### config.mk
export PLATFORM = sky130hd
export DESIGN_NAME = store_drain_queue
export DESIGN_NICKNAME = d
export VERILOG_FILES = /design/src/rtl/sbuf_pkg.sv /design/src/rtl/sbuf_datapath.sv /design/src/rtl/sbuf_control.sv /design/src/rtl/store_drain_queue.sv
export SDC_FILE = /design/constraint.sdc
export NUM_CORES = 1
export LEC_CHECK = 0
export BUFFER_PORTS_ARGS = -buffer_cell sky130_fd_sc_hd__buf_2
export CORE_MARGIN = 8
export CORE_UTILIZATION = 53
export CTS_CLUSTER_DIAMETER = 120
export DETAILED_ROUTE_END_ITERATION = 7
export GPL_TIMING_DRIVEN = 0
export PLACE_DENSITY = 0.79
export SLEW_MARGIN = 20
export SYNTH_ARGS = -nofsm -noshare
export SYNTH_HDL_FRONTEND = slang
export SYNTH_SLANG_ARGS = --single-unit
### constraint.sdc
create_clock -name clk -period 8.2 [get_ports clk]
set_input_delay 0.41 -clock clk [delete_from_list [all_inputs] [get_ports clk]]
set_output_delay 0.41 -clock clk [all_outputs]
set_load 0.02 [all_outputs]
### src/rtl/sbuf_pkg.sv
package sbuf_pkg;

  typedef enum logic [0:0] {
    DRAIN_IDLE = 1'b0,
    DRAIN_BUSY = 1'b1
  } drainState_t;

  typedef struct packed {
    logic push;
    logic pop;
  } sbufStrobes_t;

endpackage

### src/rtl/sbuf_datapath.sv
module sbuf_datapath
  import sbuf_pkg::*;
#(
  parameter int ADDR_W = 32,
  parameter int DATA_W = 32,
  parameter int DEPTH  = 4,
  localparam int PTR_W = (DEPTH > 1) ? $clog2(DEPTH) : 1,
  localparam int CNT_W = $clog2(DEPTH + 1)
) (
  input  logic              clk,
  input  logic              rstN,
  input  sbufStrobes_t      strobes,
  input  logic [ADDR_W-1:0] stAddr,
  input  logic [DATA_W-1:0] stData,
  output logic [ADDR_W-1:0] headAddr,
  output logic [DATA_W-1:0] headData,
  output logic [CNT_W-1:0]  occupancy,
  output logic [DEPTH-1:0]  validVec,
  output logic              bufEmpty,
  output logic              bufFull
);

  logic [PTR_W-1:0]  wrPtr;
  logic [PTR_W-1:0]  rdPtr;
  logic [ADDR_W-1:0] addrMem [DEPTH];
  logic [DATA_W-1:0] dataMem [DEPTH];

  function automatic logic [PTR_W-1:0] advancePtr(input logic [PTR_W-1:0] p);
    return (p == PTR_W'(DEPTH - 1)) ? '0 : p + 1'b1;
  endfunction

  for (genvar i = 0; i < DEPTH; i++) begin : g_slot
    logic hitWr;
    logic hitRd;
    assign hitWr = strobes.push && (wrPtr == PTR_W'(i));
    assign hitRd = strobes.pop  && (rdPtr == PTR_W'(i));

    always_ff @(posedge clk or negedge rstN) begin
      if (!rstN) begin
        validVec[i] <= 1'b0;
      end else if (hitWr) begin
        validVec[i] <= 1'b1;
      end else if (hitRd) begin
        validVec[i] <= 1'b0;
      end
    end

    always_ff @(posedge clk) begin
      if (hitWr) begin
        addrMem[i] <= stAddr;
        dataMem[i] <= stData;
      end
    end
  end

  always_ff @(posedge clk or negedge rstN) begin
    if (!rstN) begin
      wrPtr     <= '0;
      rdPtr     <= '0;
      occupancy <= '0;
    end else begin
      if (strobes.push) wrPtr <= advancePtr(wrPtr);
      if (strobes.pop)  rdPtr <= advancePtr(rdPtr);
      case ({strobes.push, strobes.pop})
        2'b10:   occupancy <= occupancy + 1'b1;
        2'b01:   occupancy <= occupancy - 1'b1;
        default: occupancy <= occupancy;
      endcase
    end
  end

  assign headAddr = addrMem[rdPtr];
  assign headData = dataMem[rdPtr];
  assign bufEmpty = (occupancy == '0);
  assign bufFull  = (occupancy == CNT_W'(DEPTH));

endmodule

### src/rtl/sbuf_control.sv
module sbuf_control
  import sbuf_pkg::*;
#(
  parameter int DEPTH   = 4,
  parameter int MEM_LAT = 5,
  localparam int CNT_W  = $clog2(DEPTH + 1),
  localparam int LAT_W  = (MEM_LAT > 1) ? $clog2(MEM_LAT) : 1
) (
  input  logic             clk,
  input  logic             rstN,
  input  logic             stValid,
  input  logic             rdMissReq,
  input  logic             bufEmpty,
  input  logic             bufFull,
  input  logic [CNT_W-1:0] occupancy,
  output sbufStrobes_t     strobes,
  output logic             stStall,
  output logic             rdStall,
  output logic             memWrEn,
  output logic             memCommit
);

  drainState_t state;
  logic [LAT_W-1:0] latCnt;
  logic moreAfterPop;

  assign memWrEn   = (state == DRAIN_BUSY);
  assign memCommit = memWrEn && (latCnt == LAT_W'(MEM_LAT - 1));

  assign stStall       = stValid && bufFull && !memCommit;
  assign strobes.push  = stValid && !stStall;
  assign strobes.pop   = memCommit;
  assign rdStall       = rdMissReq && !bufEmpty;
  assign moreAfterPop  = (occupancy > CNT_W'(1)) || strobes.push;

  always_ff @(posedge clk or negedge rstN) begin
    if (!rstN) begin
      state  <= DRAIN_IDLE;
      latCnt <= '0;
    end else begin
      case (state)
        DRAIN_IDLE: begin
          latCnt <= '0;
          if (!bufEmpty) state <= DRAIN_BUSY;
        end
        DRAIN_BUSY: begin
          if (memCommit) begin
            latCnt <= '0;
            state  <= moreAfterPop ? DRAIN_BUSY : DRAIN_IDLE;
          end else begin
            latCnt <= latCnt + 1'b1;
          end
        end
        default: state <= DRAIN_IDLE;
      endcase
    end
  end

endmodule

### src/rtl/store_drain_queue.sv
module store_drain_queue
  import sbuf_pkg::*;
#(
  parameter int ADDR_W  = 32,
  parameter int DATA_W  = 32,
  parameter int DEPTH   = 4,
  parameter int MEM_LAT = 5,
  localparam int CNT_W  = $clog2(DEPTH + 1)
) (
  input  logic              clk,
  input  logic              rstN,
  input  logic              stValid,
  input  logic [ADDR_W-1:0] stAddr,
  input  logic [DATA_W-1:0] stData,
  output logic              stStall,
  input  logic              rdMissReq,
  output logic              rdStall,
  output logic              memWrEn,
  output logic [ADDR_W-1:0] memWrAddr,
  output logic [DATA_W-1:0] memWrData,
  output logic              memCommit,
  output logic              bufEmpty,
  output logic              bufFull
);

  sbufStrobes_t     strobes;
  logic [CNT_W-1:0] occupancy;
  logic [DEPTH-1:0] validVec;

  sbuf_control #(
    .DEPTH  (DEPTH),
    .MEM_LAT(MEM_LAT)
  ) ctrl_i (
    .clk      (clk),
    .rstN     (rstN),
    .stValid  (stValid),
    .rdMissReq(rdMissReq),
    .bufEmpty (bufEmpty),
    .bufFull  (bufFull),
    .occupancy(occupancy),
    .strobes  (strobes),
    .stStall  (stStall),
    .rdStall  (rdStall),
    .memWrEn  (memWrEn),
    .memCommit(memCommit)
  );

  sbuf_datapath #(
    .ADDR_W(ADDR_W),
    .DATA_W(DATA_W),
    .DEPTH (DEPTH)
  ) dp_i (
    .clk      (clk),
    .rstN     (rstN),
    .strobes  (strobes),
    .stAddr   (stAddr),
    .stData   (stData),
    .headAddr (memWrAddr),
    .headData (memWrData),
    .occupancy(occupancy),
    .validVec (validVec),
    .bufEmpty (bufEmpty),
    .bufFull  (bufFull)
  );

endmodule

==> impl_metrics.toml <==
[status]
status = "finished, final reports clean"

[finish]
drive_gt1_share_pct = 43.90
fin_nets = 650
fillers = 1243
area_growth_pct = 19.28
seqCellArea_mm2 = 0.007963
multi_input_area_mm2 = 0.001817

[sta]
setup_ws_ps = 5720
fin_tns_setup_ps = 0
tightest_slew_ps = 616.8
setup_viol = 0
skew_ps = 10.04
slew_violations = 0
finalHoldViolations = 0
final.min_clock_period_ps = 2480
fin_crit_sh_pct = 30.24
slew_headroom_pct = 58.88
rsz0062_at_grt = "false"
fmax_ghz = 0.4032

[clocking]
cts.sink_count = 267
cts_setup_buffers = 0
cts_buffer_depth = 3
insertion_delay_ps = 510
cts_tree = "built"
cts_buffers = 26
ctsResizeCount = 0
root_buffer = "clkbuf_16"
cts.clk_slew.worst_paths_ps = 60
cts_hold_buf = 1
h-tree-depth = 1

[routing]
wl_per_cell_um = 21.87
wl_um = 18050
via_count = 4581
antenna_left = 0
drt_iter0_drc = 271
first_pass_iters = 4
viasPerCell = 5.553
drc = 0

[floorplan]
core_mm2 = 0.01852
rows = 50
die_area_mm2 = 0.02333
io_pins = 138
dieWidth_um = 152.8
initial_core_util_pct = 53.53
fp.dieH_um = 152.8

[global_route]
grt_pass1_vias = 5133
grt_overflow = 0
met3_usage_pct = 4.056
grt_pass1_wl_um = 28380
grt_max_degree = 40
use_met2_pct = 26.15
busiest_layer = "met2"
track_usage_pct = 15.51
use_met1_pct = 19.88
grt_antenna_before_repair = 3

[setup_path]
regToRegStartpoint = "ctrl_i.latCnt[0]"
critPathRequiredTime_ps = 8390
crit_path_end_kind = "flop"
slowest_delay_ps = 520
crit_slowest_cell = "and2_4"
crit_path_cell_trace = "inv_1, ha_1, nand3_1, a21boi_2, and2_4, buf_16"
reg2reg_to = "dp_i.addrMem[3][26]"
startpoint_type = "flop"
critical_path_class = "flop to flop"
r2r_cells = 6
cp_max_fo = 38
reg2reg_slack_ps = 5720
crit_arrival_ps = 2670

[synth]
synth_ff_type = "edfxtp_1"
synth_edf_count = 256
syn_inst = 400
yosysWarnings = 0
syn-mean-instance-area_um2 = 24.78
synth_area_leaders = "edfxtp_1, mux4_2, dfrtp_1"
synth_commonest_cells = "edfxtp_1, mux4_2, ha_1"
synth.most_common_cell = "edfxtp_1"
synth_top_area_share_pct = 77.56
synth-seq-cells = 267
synth_cell_types = 25
yosysTopAreaCell = "edfxtp_1"
synth_nets = 480
syn_area_mm2 = 0.009912
ys_seq_area_share_pct = 80.33
async_flop_share_pct = 4.120

[worst_hold_path]
min-delay-start = "stData[30]"
min_to = "dp_i.dataMem[1][30]"
hp-class = "primary input to flop"
hold_depth = 1

[pwr]
power.leakage_nw = 4.157
power_w = 0.004335
irDropWorstVdd_mv = 0.1884
power.density_mw_per_mm2 = 366.7

[placed_design]
port_buffers = 137
gp_congestion = 0.7263
post-place-ws_ps = 5743
post-dp-hpwl_um = 11610

[job]
drv_cap = 0
state kept, by name, summed over array words and instances (netlist names):
signal / count
ctrl_i.latCnt: 3
ctrl_i.memWrEn: 1
dp_i.addrMem: 128
dp_i.dataMem: 128
dp_i.occupancy: 3
dp_i.rdPtr: 2
dp_i.wrPtr: 2
worst max-delay path by stage:
stage                           start                  end  slack [ps]  depth (start not counted)
global route         ctrl_i.latCnt[0]  dp_i.addrMem[3][26]        5540                          6
CTS                     dp_i.rdPtr[0]        memWrAddr[18]        5670                          4
global placement     ctrl_i.latCnt[0]   dp_i.addrMem[1][6]        3900                          5
finish               ctrl_i.latCnt[0]  dp_i.addrMem[3][26]        5720                          6
floorplan           dp_i.occupancy[0]   dp_i.addrMem[0][0]        5060                          5
detailed placement   ctrl_i.latCnt[0]  dp_i.addrMem[3][26]        5740                          6
critical path: cells and delay by family, from the launching register on:
| family | cells | cell delay, ps |
|---|---|---|
| simple gates | 2 | 760 |
| compound gates | 1 | 410 |
| buf+inv | 2 | 350 |
| fa+ha+maj | 1 | 190 |
| flops | 1 | 400 |
per-layer routing:
| layer | up-vias | wire, µm |
|---|---|---|
| met4 | 4 | 308 |
| met1 | 2369 | 7609 |
| met5 | - | 30 |
| li1 | 2035 | - |
| met2 | 139 | 8969 |
| met3 | 34 | 1128 |
power breakdown:
part	leakage [nW]	internal [W]	switching, W	total [W]
registers	2.48	0.00180	0.0000749	0.00188
clock network	0.391	0.000634	0.000467	0.00110
logic	1.29	0.000565	0.000791	0.00136
total	4.16	0.00300	0.00133	0.00433
cell type report:
type	instances	area share, %
well taps	234	2.476
multi-input cells	109	15.37
flip-flops and latches	267	67.35
repair buffers	142	6.816
diodes	1	0.02117
plain buffers	14	0.8890
clock inverters	15	0.8572
clock buffers	33	5.905
inverters	10	0.3175
through the flow:
step | instance area [µm²] | std cells | hold WS (ps) | utilization (%)
floorplan | 9912 | 400 | 114.4 | -
global placement | 10890 | 771 | 285.5 | 58.81
detailed placement | 11010 | 775 | 300.3 | 59.46
CTS | 11820 | 824 | 87.25 | 63.83
global route | 11820 | 825 | 86.63 | 63.84
finish | 11820 | 825 | 113.2 | 63.84
cell usage in the layout, fill, tap and decap left out, drive strengths merged:
cell type	synthesis	final
edfxtp	256	256
diode	0	1
a21boi	1	1
and2	7	7
mux4	64	64
xnor2	2	2
nand2	4	4
buf	13	154
nor3	1	1
a211oi	1	1
inv	10	11
dlygate4sd3	0	1
nor2	5	5
mux2	2	2
dfrtp	11	11
o21ai	2	2
clkbuf	1	34
a21o	1	1
bufinv	0	1
xor2	1	1
o32a	1	1
ha	12	12
nand2b	1	1
clkinv	0	13
and3	1	1
nand3	1	1
mux2i	2	2
cells by family after synthesis:
family / share of synthesized area, %
flip-flops: 80.33
multiplexers: 14.97
buffers and inverters: 1.439
AND/OR/NAND/NOR: 1.010
adder cells (fa/ha/maj): 1.515
AO/OA/AOI/OAI: 0.4671
XOR/XNOR: 0.2651
No activity file was read; power rests on OpenSTA's default activity.
